===== config.mk =====
export PLATFORM = sky130hd
export DESIGN_NAME = idrom_netlayer
export DESIGN_NICKNAME = d
export VERILOG_FILES = /design/src/rtl/idrom_netlayer.sv
export SDC_FILE = /design/constraint.sdc
export NUM_CORES = 1
export LEC_CHECK = 0
export BUFFER_PORTS_ARGS = -buffer_cell sky130_fd_sc_hd__buf_2
export CAP_MARGIN = 20
export CORE_MARGIN = 5
export CORE_UTILIZATION = 30
export DETAILED_ROUTE_END_ITERATION = 8
export HOLD_SLACK_MARGIN = 0.15
export PLACE_DENSITY = 0.55
export SYNTH_ARGS = -nofsm -noshare
export SYNTH_HDL_FRONTEND = slang
export SYNTH_SLANG_ARGS = --single-unit

===== constraint.sdc =====
create_clock -name clk -period 4.1 [get_ports clk]
set_input_delay 0.205 -clock clk [delete_from_list [all_inputs] [get_ports clk]]
set_output_delay 0.205 -clock clk [all_outputs]
set_load 0.005 [all_outputs]

===== src/rtl/idrom_netlayer.sv =====
`timescale 1ns/1ps
module idrom_netlayer #(
  parameter logic [7:0]  FAMILY = 8'h3A,
  parameter logic [47:0] SERIAL = 48'hA50F_C396_71E8
) (
  input  logic clk,
  input  logic rst_n,
  input  logic bus_reset,
  input  logic rx_valid,
  input  logic rx_bit,
  input  logic tx_req,
  output logic tx_bit,
  output logic selected
);

  function automatic logic [7:0] crc_of(input logic [55:0] d);
    logic [7:0] c;
    logic       fb;
    c = 8'h00;
    for (int i = 0; i < 56; i++) begin
      fb = c[0] ^ d[i];
      c  = {1'b0, c[7:1]};
      if (fb) c = c ^ 8'h8C;
    end
    return c;
  endfunction

  localparam logic [55:0] BODY  = {SERIAL, FAMILY};
  localparam logic [63:0] IDENT = {crc_of(BODY), BODY};

  localparam logic [7:0] C_READ  = 8'h33;
  localparam logic [7:0] C_MATCH = 8'h55;
  localparam logic [7:0] C_SKIP  = 8'hCC;
  localparam logic [7:0] C_SRCH  = 8'hF0;

  typedef enum logic [2:0] {ST_WAIT, ST_CMD, ST_READ, ST_MATCH, ST_SRCH, ST_SEL} st_t;

  st_t        st;
  logic [5:0] cnt;
  logic [1:0] ph;
  logic [6:0] cmd_sr;
  logic [7:0] cmd_full;
  logic       id_bit;
  logic       last;

  assign id_bit   = IDENT[cnt];
  assign last     = (cnt == 6'd63);
  assign cmd_full = {rx_bit, cmd_sr};
  assign selected = (st == ST_SEL);

  always_comb begin
    tx_bit = 1'b1;
    if (st == ST_READ) tx_bit = id_bit;
    else if (st == ST_SRCH && ph == 2'd0) tx_bit = id_bit;
    else if (st == ST_SRCH && ph == 2'd1) tx_bit = ~id_bit;
  end

  always_ff @(posedge clk) begin
    if (!rst_n) begin
      st     <= ST_WAIT;
      cnt    <= '0;
      ph     <= '0;
      cmd_sr <= '0;
    end else if (bus_reset) begin
      st  <= ST_CMD;
      cnt <= '0;
      ph  <= '0;
    end else begin
      case (st)
        ST_CMD: if (rx_valid) begin
          cmd_sr <= {rx_bit, cmd_sr[6:1]};
          if (cnt == 6'd7) begin
            cnt <= '0;
            case (cmd_full)
              C_READ:  st <= ST_READ;
              C_MATCH: st <= ST_MATCH;
              C_SKIP:  st <= ST_SEL;
              C_SRCH:  st <= ST_SRCH;
              default: st <= ST_WAIT;
            endcase
          end else begin
            cnt <= cnt + 6'd1;
          end
        end
        ST_READ: if (tx_req) begin
          cnt <= cnt + 6'd1;
          if (last) st <= ST_SEL;
        end
        ST_MATCH: if (rx_valid) begin
          cnt <= cnt + 6'd1;
          if (rx_bit != id_bit) st <= ST_WAIT;
          else if (last) st <= ST_SEL;
        end
        ST_SRCH: begin
          if (ph == 2'd0 && tx_req) ph <= 2'd1;
          else if (ph == 2'd1 && tx_req) ph <= 2'd2;
          else if (ph == 2'd2 && rx_valid) begin
            ph  <= 2'd0;
            cnt <= cnt + 6'd1;
            if (rx_bit != id_bit) st <= ST_WAIT;
            else if (last) st <= ST_SEL;
          end
        end
        default: ;
      endcase
    end
  end

endmodule



; ---- Word-level counts from Yosys, hierarchy flattened
; Memory sizes are Yosys's and may differ from the RTL's. A register that Yosys moved wholly into a read port is not among the register bits.
; Index checks and enable logic that the tools add are counted.
[totals]
register_bits = 18
rom_bits = 64
input_bits = 6
output_inout_bits = 2
word_cells = 83
n_memories = 1
[op_classes]
add_sub_neg = 1
n_lt_le_gt_ge = 1
n_eq_ne = 28
n_mux = 29
bitwise_logic = 3
n_reduce_logical = 15
[memory_table]
columns = memory, depth, word_bits, rd, rd_clocked_by_memory_dff, wr, line
row1 = (no name shown), 64, 1, 1, 1, 0, 46  ; assign id_bit = IDENT[cnt];
[ops]
columns = op, count
row1 = $mux 6, 9
row2 = $mux 3, 9
row3 = $pmux 3 s4, 2
row4 = $pmux 6 s4, 1
row5 = $ne 3x3->1 const B, 6
row6 = $eq 8x8->1 const B, 2
row7 = $reduce_and 8->1, 2
row8 = $ne 2x2->1 const B, 6
row9 = $eq 8x6->1 const B, 1
row10 = $eq 8x7->1 const B, 1
row11 = $lt 6x7->1 const B, 1
row12 = $reduce_and 7->1, 1
row13 = $add 6x1->6 const B, 1
row14 = $eq 3x2->1 const B, 2
row15 = $eq 3x3->1 const B, 2
row16 = $eq 6x3->1 const B, 1
row17 = $eq 6x6->1 const B, 1
row18 = $mux 2, 3
row19 = $logic_and 1x1->1, 5
row20 = $mux 1, 5
row21 = $reduce_bool 5->1, 1
row22 = $reduce_bool 4->1, 1
row23 = $eq 3x1->1 const B, 1
row24 = $ne 3x2->1 const B, 1
row25 = other kinds (10), 12

; ---- Longest topological paths before layout
; Gate-level depths: netlist (run 1).
[logic_depth]
word_depth = 9
mapped_depth = 13
mapped_depth_nobuf = 12

; ---- Worst setup path before layout (run 1)
; No wires, ideal clock.
[synth_timing]
path_type = reg-to-reg
start = reg st[1]
end = reg, netlist name id_bit
arrival_ps = 3002
t_required_ps = 3966
setup_slack_ps = 965
stages_incl_launch_ff = 12
synth_period_minus_slack_ps = 3135
path_cell_list = dfxtp_1 > buf_6 > or3b_4 > o221ai_4 > o41ai_2 > o31ai_1 > ha_1 > or4_1 > o21a_1 > o211ai_1 > and4b_1 > a311oi_2
[synth_lines]
columns = item, line
row1 = "start, declared", 38  ; st_t st;
row2 = "start signal, assigned", 60  ; st <= ST_WAIT;
row3 = "start signal, assigned", 65  ; st <= ST_CMD;
row4 = "start signal, assigned", 75  ; C_READ: st <= ST_READ;

==> results.md, run 1 <==
* Run status: finished clean
* Critical path class: reg2reg
* Iteration-0 DRC Markers at 52
* Smallest hold slack at ~0.19 ns
* Initial antenna violation count at 0
* RSZ-0062 raised after global routing: no
* Filler cells at approximately 460
* Final hold viol count at 0
* Die W at 78.1 um
* Post-synth top flop: dfxtp_1
* Reg-to-Reg Start: st[2]
* Slowest stage delay, CP at 0.60 ns
* Final period util at 0.863
* Ys async rst share at 0
* P per Cell Area at 235 mW/mm2
* Max_cap viols at 0
* Sequential area share after synthesis at 0.273
* Most frequent cells in the layout: 19 x dfxtp_1, 12 x nand2_1, 9 x nor2b_1, 9 x nor2_1
* Vias in the first global route at 1039
* Syn-to-layout area delta at 7.82%
* Worst Setup SP: st[2]
* Crit end category: flop
* Synth Warn # at 0
* Slew @ Worst Pin at ~0.7 ns
* Setup_tns at 0 ns
* TritonCTS Buffers at 3
* Max rail drop VDD at approximately 0.073 mV
* Worst-Skew Late Latency at ~0.27 ns
* # setup viols final at 0
* Worst Hold Launch: bus_reset
* Clock root buffer: clkbuf_8
* Dpl hpwl at around 2300 um
* Die height at ~80 um
* Synthesized area at around 0.0014 mm2
* Gr ovfl total at 0
* CTS tree: done
* GRT Overall Usage at 0.0984
* Post-CTS sizing at 0
* Rows at 24
* Post-route non-filler standard cell count at 217
* Post-CTS Setup Inserts at 0
* First-pass GRT wire length at roughly 5000 um
* Share of layout cells above drive strength 1 at 0.109
* Most common cell after layout, fill and taps aside: dfxtp_1
* Vias/cell at ~5.4
* Worst path cell trace: or3b_4 -> o221ai_4 -> o41ai_2 -> o31ai_1 -> ha_1 -> or4_1 -> o21a_1 -> o211ai_1 -> and4b_1 -> a311oi_2
* Arr. time, crit path at about 3.7 ns
* Critical path's slowest cell: o31ai_1
* Routed wire length at around 3000 um
* Synth Instances at 161
* Drt wl/cell at around 14 um
* Global placement routability congestion at about 0.83
* CP max FO at 10
* Core Area at ~0.0044 mm2
* Drt drc at 0
* ANT nets after route at 0
* I/O pin cnt at 8
* Max_slew headroom at 0.530
* Htree depth at 1
* Port bufs at 7
* Largest net degree at the start of global routing at 12
* FF+latch count, synth at 19
* Initial Util at 0.315
* Slew Limit Fails at 0
* Startpoint types: flop
* Die ar. at just over 0.006 mm2
* Clock tree buffer depth at 2
* Clock sink total at 19
* Drt first pass iters at 4
* Final net count at approximately 180
* EDFF count, synth at 0
* Syn_nets at between 150 and 200
* Design area at around 0.0015 mm2
* Synth cell types at 47
* Diode count at 0
* Dpl cells at roughly 210
* DR vias at 1174
* Layout Skew at 0.0144 ns
* Worst hold path class: in2reg
* Syn_area_per_cell at 8.64 um2
* Post-CTS Hold Fix Bufs at 0
* Clock slew at reported path FFs at 0.08 ns
* Leak pwr at around 0.60 nW
* Tot Pwr at roughly 0.00035 W
* Min cycle time layout at between 3 and 4 ns
* Required @ worst endpoint at ~4.2 ns
* Dpl cell area at 0.00145 mm2
* FMAX at between 200 and 300 MHz
[worst paths after layout]
kind,to,slack (ns),cells after the start
setup / recovery,id_bit,0.56,10
setup reg to reg,id_bit,0.56,10
hold reg to reg,cmd_sr[2],0.55,2
hold / removal,st[0],0.19,2
[flip-flops by register name, summed over array words and instances, names as in the netlist]
register / count
cmd_sr: 7
id_bit: 1
cnt: 6
ph: 2
st: 3
[routing by layer]
metal | track usage | wire length [um]
met3 | 0.0240 | 141
met5 | 0 | 0
met1 | 0.136 | 1460
met4 | 0.0355 | 43
met2 | 0.148 | 1340
[cell usage after synthesis (6+ instances only)]
cell type / count / area share
clkbuf_1: 6 / 0.016
dfxtp_1: 19 / 0.27
inv_1: 6 / 0.016
mux2i_1: 8 / 0.058
nand2_1: 12 / 0.032
nand3_1: 6 / 0.022
nor2_1: 9 / 0.024
nor2b_1: 9 / 0.040
o21ai_0: 8 / 0.029
[kinds of logic (layout without fill, tap and decap cells)]
family | after synthesis | after routing | share of synthesized area
flip-flops | 19 | 19 | 0.273
AO/OA/AOI/OAI | 38 | 38 | 0.214
buffers and inverters | 15 | 19 | 0.0540
XOR/XNOR | 7 | 7 | 0.0540
multiplexers | 9 | 9 | 0.0656
adder cells (fa/ha/maj) | 5 | 5 | 0.0450
AND/OR/NAND/NOR | 68 | 68 | 0.294
[power breakdown]
group	switching (W)	internal, W	leakage, nW
Clock	0.0000667	0.0000677	0.0255
Combinational	0.0000155	0.0000126	0.417
Sequential	0.00000338	0.000186	0.153
[worst max-delay path: cells and delay by family (launching register included)]
family / cells / cell delay [ns]
AOI/OAI and AO/OA: 6 / 1.32
adders and majority gates: 1 / 0.41
and+or+nand+nor: 3 / 1.18
DFF: 1 / 0.47
[through the flow]
step                       util  setup WS [ns]
after floorplan               -          0.965
after global placement    0.329          0.734
after detailed placement  0.329          0.620
after CTS                 0.340          0.592
after global routing      0.340          0.353
final                     0.340          0.562
[layout make-up]
| cell class | count | area (um2) | share of cell area |
|---|---|---|---|
| Clock buffer | 3 | 41.3 | 0.0275 |
| Clock inverter | 1 | 5.00 | 0.00334 |
| Inverter | 6 | 22.5 | 0.0150 |
| Multi-Input combinational cell | 127 | 936 | 0.624 |
| Sequential cell | 19 | 380 | 0.254 |
| Tap cell | 52 | 65.1 | 0.0434 |
| Timing Repair Buffer | 9 | 50.0 | 0.0334 |
Note: power is estimated with default switching activity, not from simulation.
==> run 2, diff against run 1 <==
--- a/config.mk
+++ b/config.mk
@@ -9,9 +9,9 @@
 export CAP_MARGIN = 20
 export CORE_MARGIN = 5
 export CORE_UTILIZATION = 30
+export CTS_CLUSTER_DIAMETER = 150
 export DETAILED_ROUTE_END_ITERATION = 8
 export HOLD_SLACK_MARGIN = 0.15
-export PLACE_DENSITY = 0.55
 export SYNTH_ARGS = -nofsm -noshare
 export SYNTH_HDL_FRONTEND = slang
 export SYNTH_SLANG_ARGS = --single-unit
==> run 2 against run 1 <==
  * Routed wire length shrank 2.7%
  * Combinational power fell by 2%
  * Maximum frequency increased by 2.3%
  * Total power increased by 0.36%
  * Global-route usage is 0.30 points lower
  * Non-clock buffer count is 1 lower
  * Register-to-register slack better by 0.08 ns
  * Flip-flop and latch count stayed put
  * Sequential power about the same
  * Clock skew down 0.0082 ns
  * Cell count shrank 0.46%
==> results.md, run 2 (same netlist as run 1, synthesis figures left out) <==
* Drt wl/cell at 13.4 um (-2.3%)
* Drt drc at 0 (unchanged)
* GRT Overall Usage at 0.0954 (-0.00300)
* Top reg by flops: cmd_sr
* Rows at 24 (unchanged)
* Core Area at 0.00441 mm2 (unchanged)
* Port bufs at 7 (unchanged)
* Drt first pass iters at 4 (unchanged)
* Startpoint types: flop
* Die W at 78.1 um (unchanged)
* P per Cell Area at 237 mW/mm2 (+0.87%)
* Iteration-0 DRC Markers at 53 (+1.9%)
* ANT nets after route at 0 (unchanged)
* Worst reg2reg setup slack at 0.64 ns (+0.08 ns)
* FMAX at 289 MHz (+2.3%)
* Initial Util at 0.315 (unchanged)
* Required @ worst endpoint at 4.24 ns (about the same)
* Clock sink total at 19 (unchanged)
* Max reg flops at 7 (unchanged)
* Most frequent cells in the layout: 19 x dfxtp_1, 12 x nand2_1, 9 x nor2b_1, 9 x nor2_1
* Initial antenna violation count at 0 (unchanged)
* Min cycle time layout at 3.46 ns (-0.0797 ns)
* Filler cells at 461 (+1.3%)
* Crit end category: flop
* Worst-Skew Late Latency at 0.26 ns (about the same)
* Final net count at 176 (-0.56%)
* Gr ovfl total at 0 (unchanged)
* Tot Pwr at 0.000353 W (+0.36%)
* I/O pin cnt at 8 (unchanged)
* Final period util at 0.843 (-0.0195)
* # setup viols final at 0 (unchanged)
* Clock slew at reported path FFs at 0.08 ns (about the same)
* Dpl cell area at 0.00145 mm2 (-0.52%)
* Reg-to-Reg Start: st[2]
* Area occupied by multi-input gates at 936 um2 (unchanged)
* TritonCTS Buffers at 3 (unchanged)
* Die ar. at 0.00610 mm2 (unchanged)
* Leak pwr at 0.591 nW (-0.86%)
* Smallest hold slack at 0.206 ns (+0.0204 ns)
* Design area at 0.00149 mm2 (-0.50%)
* Clock root buffer: clkbuf_8
* DR vias at 1124 (-4.3%)
* Post-CTS sizing at 0 (unchanged)
* Max rail drop VDD at 0.129 mV (+76%)
* First-pass GRT wire length at 4780 um (-3.5%)
* Die height at 78.1 um (unchanged)
* Post-CTS Setup Inserts at 0 (unchanged)
* Largest regs: cmd_sr x7, cnt x6, st x3
* Slew Limit Fails at 0 (unchanged)
* Syn-to-layout area delta at 7.28%
* FF+latch area at 380 um2 (unchanged)
* Clock tree buffer depth at 2 (unchanged)
* Post-CTS Hold Fix Bufs at 0 (unchanged)
* Worst Setup SP: st[2]
* Slew @ Worst Pin at 0.628 ns (-0.0703 ns)
* RR Endpoint: id_bit
* Most common cell after layout, fill and taps aside: dfxtp_1
* Largest net degree at the start of global routing at 12 (unchanged)
* Dpl hpwl at 2140 um (-6.1%)
* Arr. time, crit path at 3.60 ns (-0.07 ns)
* Vias in the first global route at 1039 (unchanged)
* RSZ-0062 raised after global routing: no
* Final core utilization at 0.338 (-0.00170)
* Run status: finished clean
* Share of layout cells above drive strength 1 at 0.104 (-0.00543)
* Htree depth at 1 (unchanged)
* Worst r2r path cells at 10 (unchanged)
* Setup_tns at 0 ns (unchanged)
* Routed wire length at 2900 um (-2.7%)
* Max_cap viols at 0 (unchanged)
* Global placement routability congestion at 0.797 (-4.1%)
* Layout Skew at 0.00629 ns (-0.00816 ns)
* Diode count at 0 (unchanged)
* Vias/cell at 5.20 (-3.8%)
* Crit path to: id_bit
* Critical path class: reg2reg
* Worst hold path class: in2reg
* CTS tree: done
* CP max FO at 10 (unchanged)
* Max_slew headroom at 0.578 (+0.0472)
* Final hold viol count at 0 (unchanged)
-- run 2: worst min path at each step --
stage,startpoint,to,slack (ns),depth (start not counted)
2_1_floorplan,rst_n,st[0],0.32,1
3_3_place_gp,bus_reset,st[0],0.47,2
3_5_place_dp,bus_reset,st[0],0.48,2
4_1_cts,bus_reset,st[0],0.20,2
5_1_grt,bus_reset,st[0],0.20,2
6_report,bus_reset,st[0],0.21,2
-- run 2: power breakdown --
part | leakage (nW) | total (W) | switching, W | internal, W
sequential | 0.153 | 0.000189 | 0.00000326 | 0.000186
clock | 0.0255 | 0.000137 | 0.0000688 | 0.0000677
combinational | 0.412 | 0.0000275 | 0.0000155 | 0.0000119
-- run 2: metal layers --
layer  share of wire  vias up  wire, um  global-route usage
met4          0.0065        0        19              0.0253
met2            0.44       16      1280               0.149
met3           0.039        2       113              0.0320
li1                -      596         -                   -
met1            0.51      510      1490               0.126
met5               0        -         0                   0
-- run 2: critical path: stages (launching register included) --
cell      delay, ns
dfxtp_1        0.46
or3b_4         0.44
o221ai_4       0.25
o41ai_2        0.16
o31ai_1        0.55
ha_1           0.40
or4_1          0.52
o21a_1         0.18
o211ai_1       0.09
and4b_1        0.24
a311oi_2       0.04
-- run 2: area by class of cell --
type	instances	share of cell area
Multi-Input combinational cell	127	0.627
Tap cell	52	0.0436
Timing Repair Buffer	8	0.0285
Sequential cell	19	0.255
Inverter	6	0.0151
Clock inverter	1	0.00335
Clock buffer	3	0.0277
-- run 2: metrics by stage --
stage	std cells	setup slack (ns)
finish	216	0.642
global route	216	0.394
CTS	216	0.647
detailed placement	212	0.684
global placement	212	0.757
floorplan	161	0.965
==> run 3, diff against run 2 <==
==> constraint.sdc (replaced) <==
create_clock -name clk -period 3.4 [get_ports clk]
set_input_delay 0.17 -clock clk [delete_from_list [all_inputs] [get_ports clk]]
set_output_delay 0.17 -clock clk [all_outputs]
set_load 0.005 [all_outputs]
==> run 3 against run 2 <==
  * Routed wire length shrank 0.86%
  * Utilization is 0.48 points higher
  * Worst hold slack got worse by 0.023 ns
  * Die area did not move
  * Sequential power rose by 20%
  * Cell count up 1.4%
  * Global-route usage about the same
  * Non-clock buffer count grew 3
==> results.md, run 3 (same netlist as run 1, synthesis figures left out) <==
* Global placement routability congestion at 0.820 (+3.0%)
* Iteration-0 DRC Markers at 81 (+53%)
* Core Area at 0.00441 mm2 (unchanged)
* Most frequent cells in the layout: 19 x dfxtp_1, 12 x nand2_1, 9 x nor2b_1, 9 x nor2_1
* Clock power share at 0.369 (-0.017)
* Dpl hpwl at 2170 um (+1.2%)
* Gr ovfl total at 0 (unchanged)
* Run status: finished clean
* P per Cell Area at 277 mW/mm2 (+17%)
* DR vias at 1154 (+2.7%)
* Largest net degree at the start of global routing at 12 (unchanged)
* Initial Util at 0.315 (unchanged)
* Startpoint types: flop
* Final hold viol count at 0 (unchanged)
* Post-CTS Hold Fix Bufs at 0 (unchanged)
* Slew @ Worst Pin at 0.486 ns (-0.142 ns)
* Dpl cell area at 0.00147 mm2 (+1.6%)
* CTS tree: done
* Top reg by flops: cmd_sr
* Die height at 78.1 um (unchanged)
* Critical path class: reg2reg
* First-pass GRT wire length at 4870 um (+1.9%)
* Max_slew headroom at 0.666 (+0.0887)
* Final period util at 0.936 (+0.0931)
* Routed wire length at 2880 um (-0.86%)
* Drt wl/cell at 13.1 um (-2.2%)
* Min cycle time layout at 3.18 ns (-0.274 ns)
* RSZ-0062 raised after global routing: no
* Smallest hold slack at 0.183 ns (-0.0231 ns)
* Worst Hold Launch: bus_reset
* Clock sink total at 19 (unchanged)
* CP max FO at 10 (unchanged)
* Most common cell after layout, fill and taps aside: dfxtp_1
* Drt first pass iters at 4 (unchanged)
* Seq pwr share at 0.540 (+0.004)
* Arr. time, crit path at 3.34 ns (-0.26 ns)
* Drt drc at 0 (unchanged)
* NetSw at 0.0000948 W (+8.3%)
* Final net count at 179 (+1.7%)
* Worst hold path class: in2reg
* Rows at 24 (unchanged)
* Initial antenna violation count at 0 (unchanged)
* Largest regs: cmd_sr x7, cnt x6, st x3
* Worst-Skew Late Latency at 0.25 ns (about the same)
* Internal at 0.000324 W (+22%)
* Post-CTS Setup Inserts at 0 (unchanged)
* Max reg flops at 7 (unchanged)
* Reg-to-Reg Start: st[2]
* Diode count at 0 (unchanged)
* Max rail drop VDD at 0.125 mV (-3.4%)
* Hold Path End: st[0]
* Slew Limit Fails at 0 (unchanged)
* Combinational Power Share at 0.091 (+0.013)
* Layout Skew at 0.00790 ns (+0.00161 ns)
* Max_cap viols at 0 (unchanged)
* Required @ worst endpoint at 3.56 ns (-0.68 ns)
* Design area at 0.00151 mm2 (+1.4%)
* Worst reg2reg setup slack at 0.22 ns (-0.43 ns)
* Sw Share at 0.226 (-0.0215)
* Clock root buffer: clkbuf_8
* Hold Path Stages at 2 (unchanged)
* Vias/cell at 5.27 (+1.3%)
* Syn-to-layout area delta at 8.81%
* Vias in the first global route at 1079 (+3.8%)
* Worst r2r path cells at 9 (-1)
* Die W at 78.1 um (unchanged)
* Post-CTS sizing at 0 (unchanged)
* GRT Overall Usage at 0.0954 (about the same)
* ANT nets after route at 0 (unchanged)
* Tot Pwr at 0.000419 W (+19%)
* FMAX at 314 MHz (+8.6%)
* Crit end category: flop
* TritonCTS Buffers at 3 (unchanged)
* # setup viols final at 0 (unchanged)
* RR Endpoint: id_bit
* Port bufs at 7 (unchanged)
* Setup_tns at 0 ns (unchanged)
* Leak pwr at 0.604 nW (+2.2%)
* Die ar. at 0.00610 mm2 (unchanged)
* I/O pin cnt at 8 (unchanged)
* Share of layout cells above drive strength 1 at 0.114 (+0.0101)
* Htree depth at 1 (unchanged)
* Clock slew at reported path FFs at 0.07 ns (about the same)
* Clock tree buffer depth at 2 (unchanged)
## run 3: changes by cell type in the layout (fill, tap and decap cells not counted)
cell,delta
buf_4,+3
clkbuf_1,+1
clkinv_2,-1
## run 3: final cells by class
| class | count | area, um2 |
|---|---|---|
| Fill cell | 478 | 2900 |
| Timing Repair Buffer | 11 | 65.1 |
| Multi-Input combinational cell | 127 | 936 |
| Clock buffer | 4 | 45.0 |
| Sequential cell | 19 | 380 |
| Inverter | 6 | 22.5 |
| Tap cell | 52 | 65.1 |
## run 3: through the flow
| stage | instances | utilization | worst slack, ns |
|---|---|---|---|
| 2_1_floorplan | 161 | - | 0.265 |
| 3_3_place_gp | 215 | 0.333 | 0.299 |
| 3_5_place_dp | 215 | 0.333 | 0.209 |
| 4_1_cts | 219 | 0.343 | 0.193 |
| 5_1_grt | 219 | 0.343 | 0.0311 |
| 6_report | 219 | 0.343 | 0.216 |
## run 3: worst max-delay path by stage
| stage | cells past startpoint | end | startpoint | slack (ns) |
|---|---|---|---|---|
| after global routing | 10 | id_bit | st[2] | 0.03 |
| final | 9 | id_bit | st[2] | 0.22 |
| after global placement | 10 | id_bit | st[2] | 0.30 |
| after detailed placement | 9 | id_bit | st[2] | 0.21 |
| after floorplan | 11 | id_bit | st[1] | 0.26 |
| after CTS | 9 | id_bit | st[2] | 0.19 |
## run 3: worst max-delay path, cell delays in order (launching register included)
cell and delay [ns]:
dfxtp_1 0.48, or3b_4 0.45, o221ai_4 0.25, o41ai_2 0.17
o31ai_1 0.30, ha_1 0.34, xnor3_1 0.35, a21o_1 0.18
a211o_1 0.30, a311oi_2 0.27
## run 3: per-layer routing
layer | part of all wire | GRT usage | wire length [um] | vias to the layer above
met3 | 0.045 | 0.0297 | 129 | 4
met1 | 0.49 | 0.121 | 1420 | 531
met4 | 0.010 | 0.0253 | 29 | 0
li1 | - | - | - | 602
met2 | 0.45 | 0.156 | 1300 | 17
met5 | 0 | 0 | 0 | -
## run 3: power groups by stage
| stage | registers, W | clock network [W] | logic, W |
|---|---|---|---|
| floorplan | 0.000231 | 0 | 0.0000272 |
| global placement | 0.000232 | 0 | 0.0000377 |
| detailed placement | 0.000232 | 0 | 0.0000379 |
| CTS | 0.000227 | 0.000161 | 0.0000381 |
| global route | 0.000227 | 0.000169 | 0.0000415 |
| finish | 0.000227 | 0.000155 | 0.0000379 |
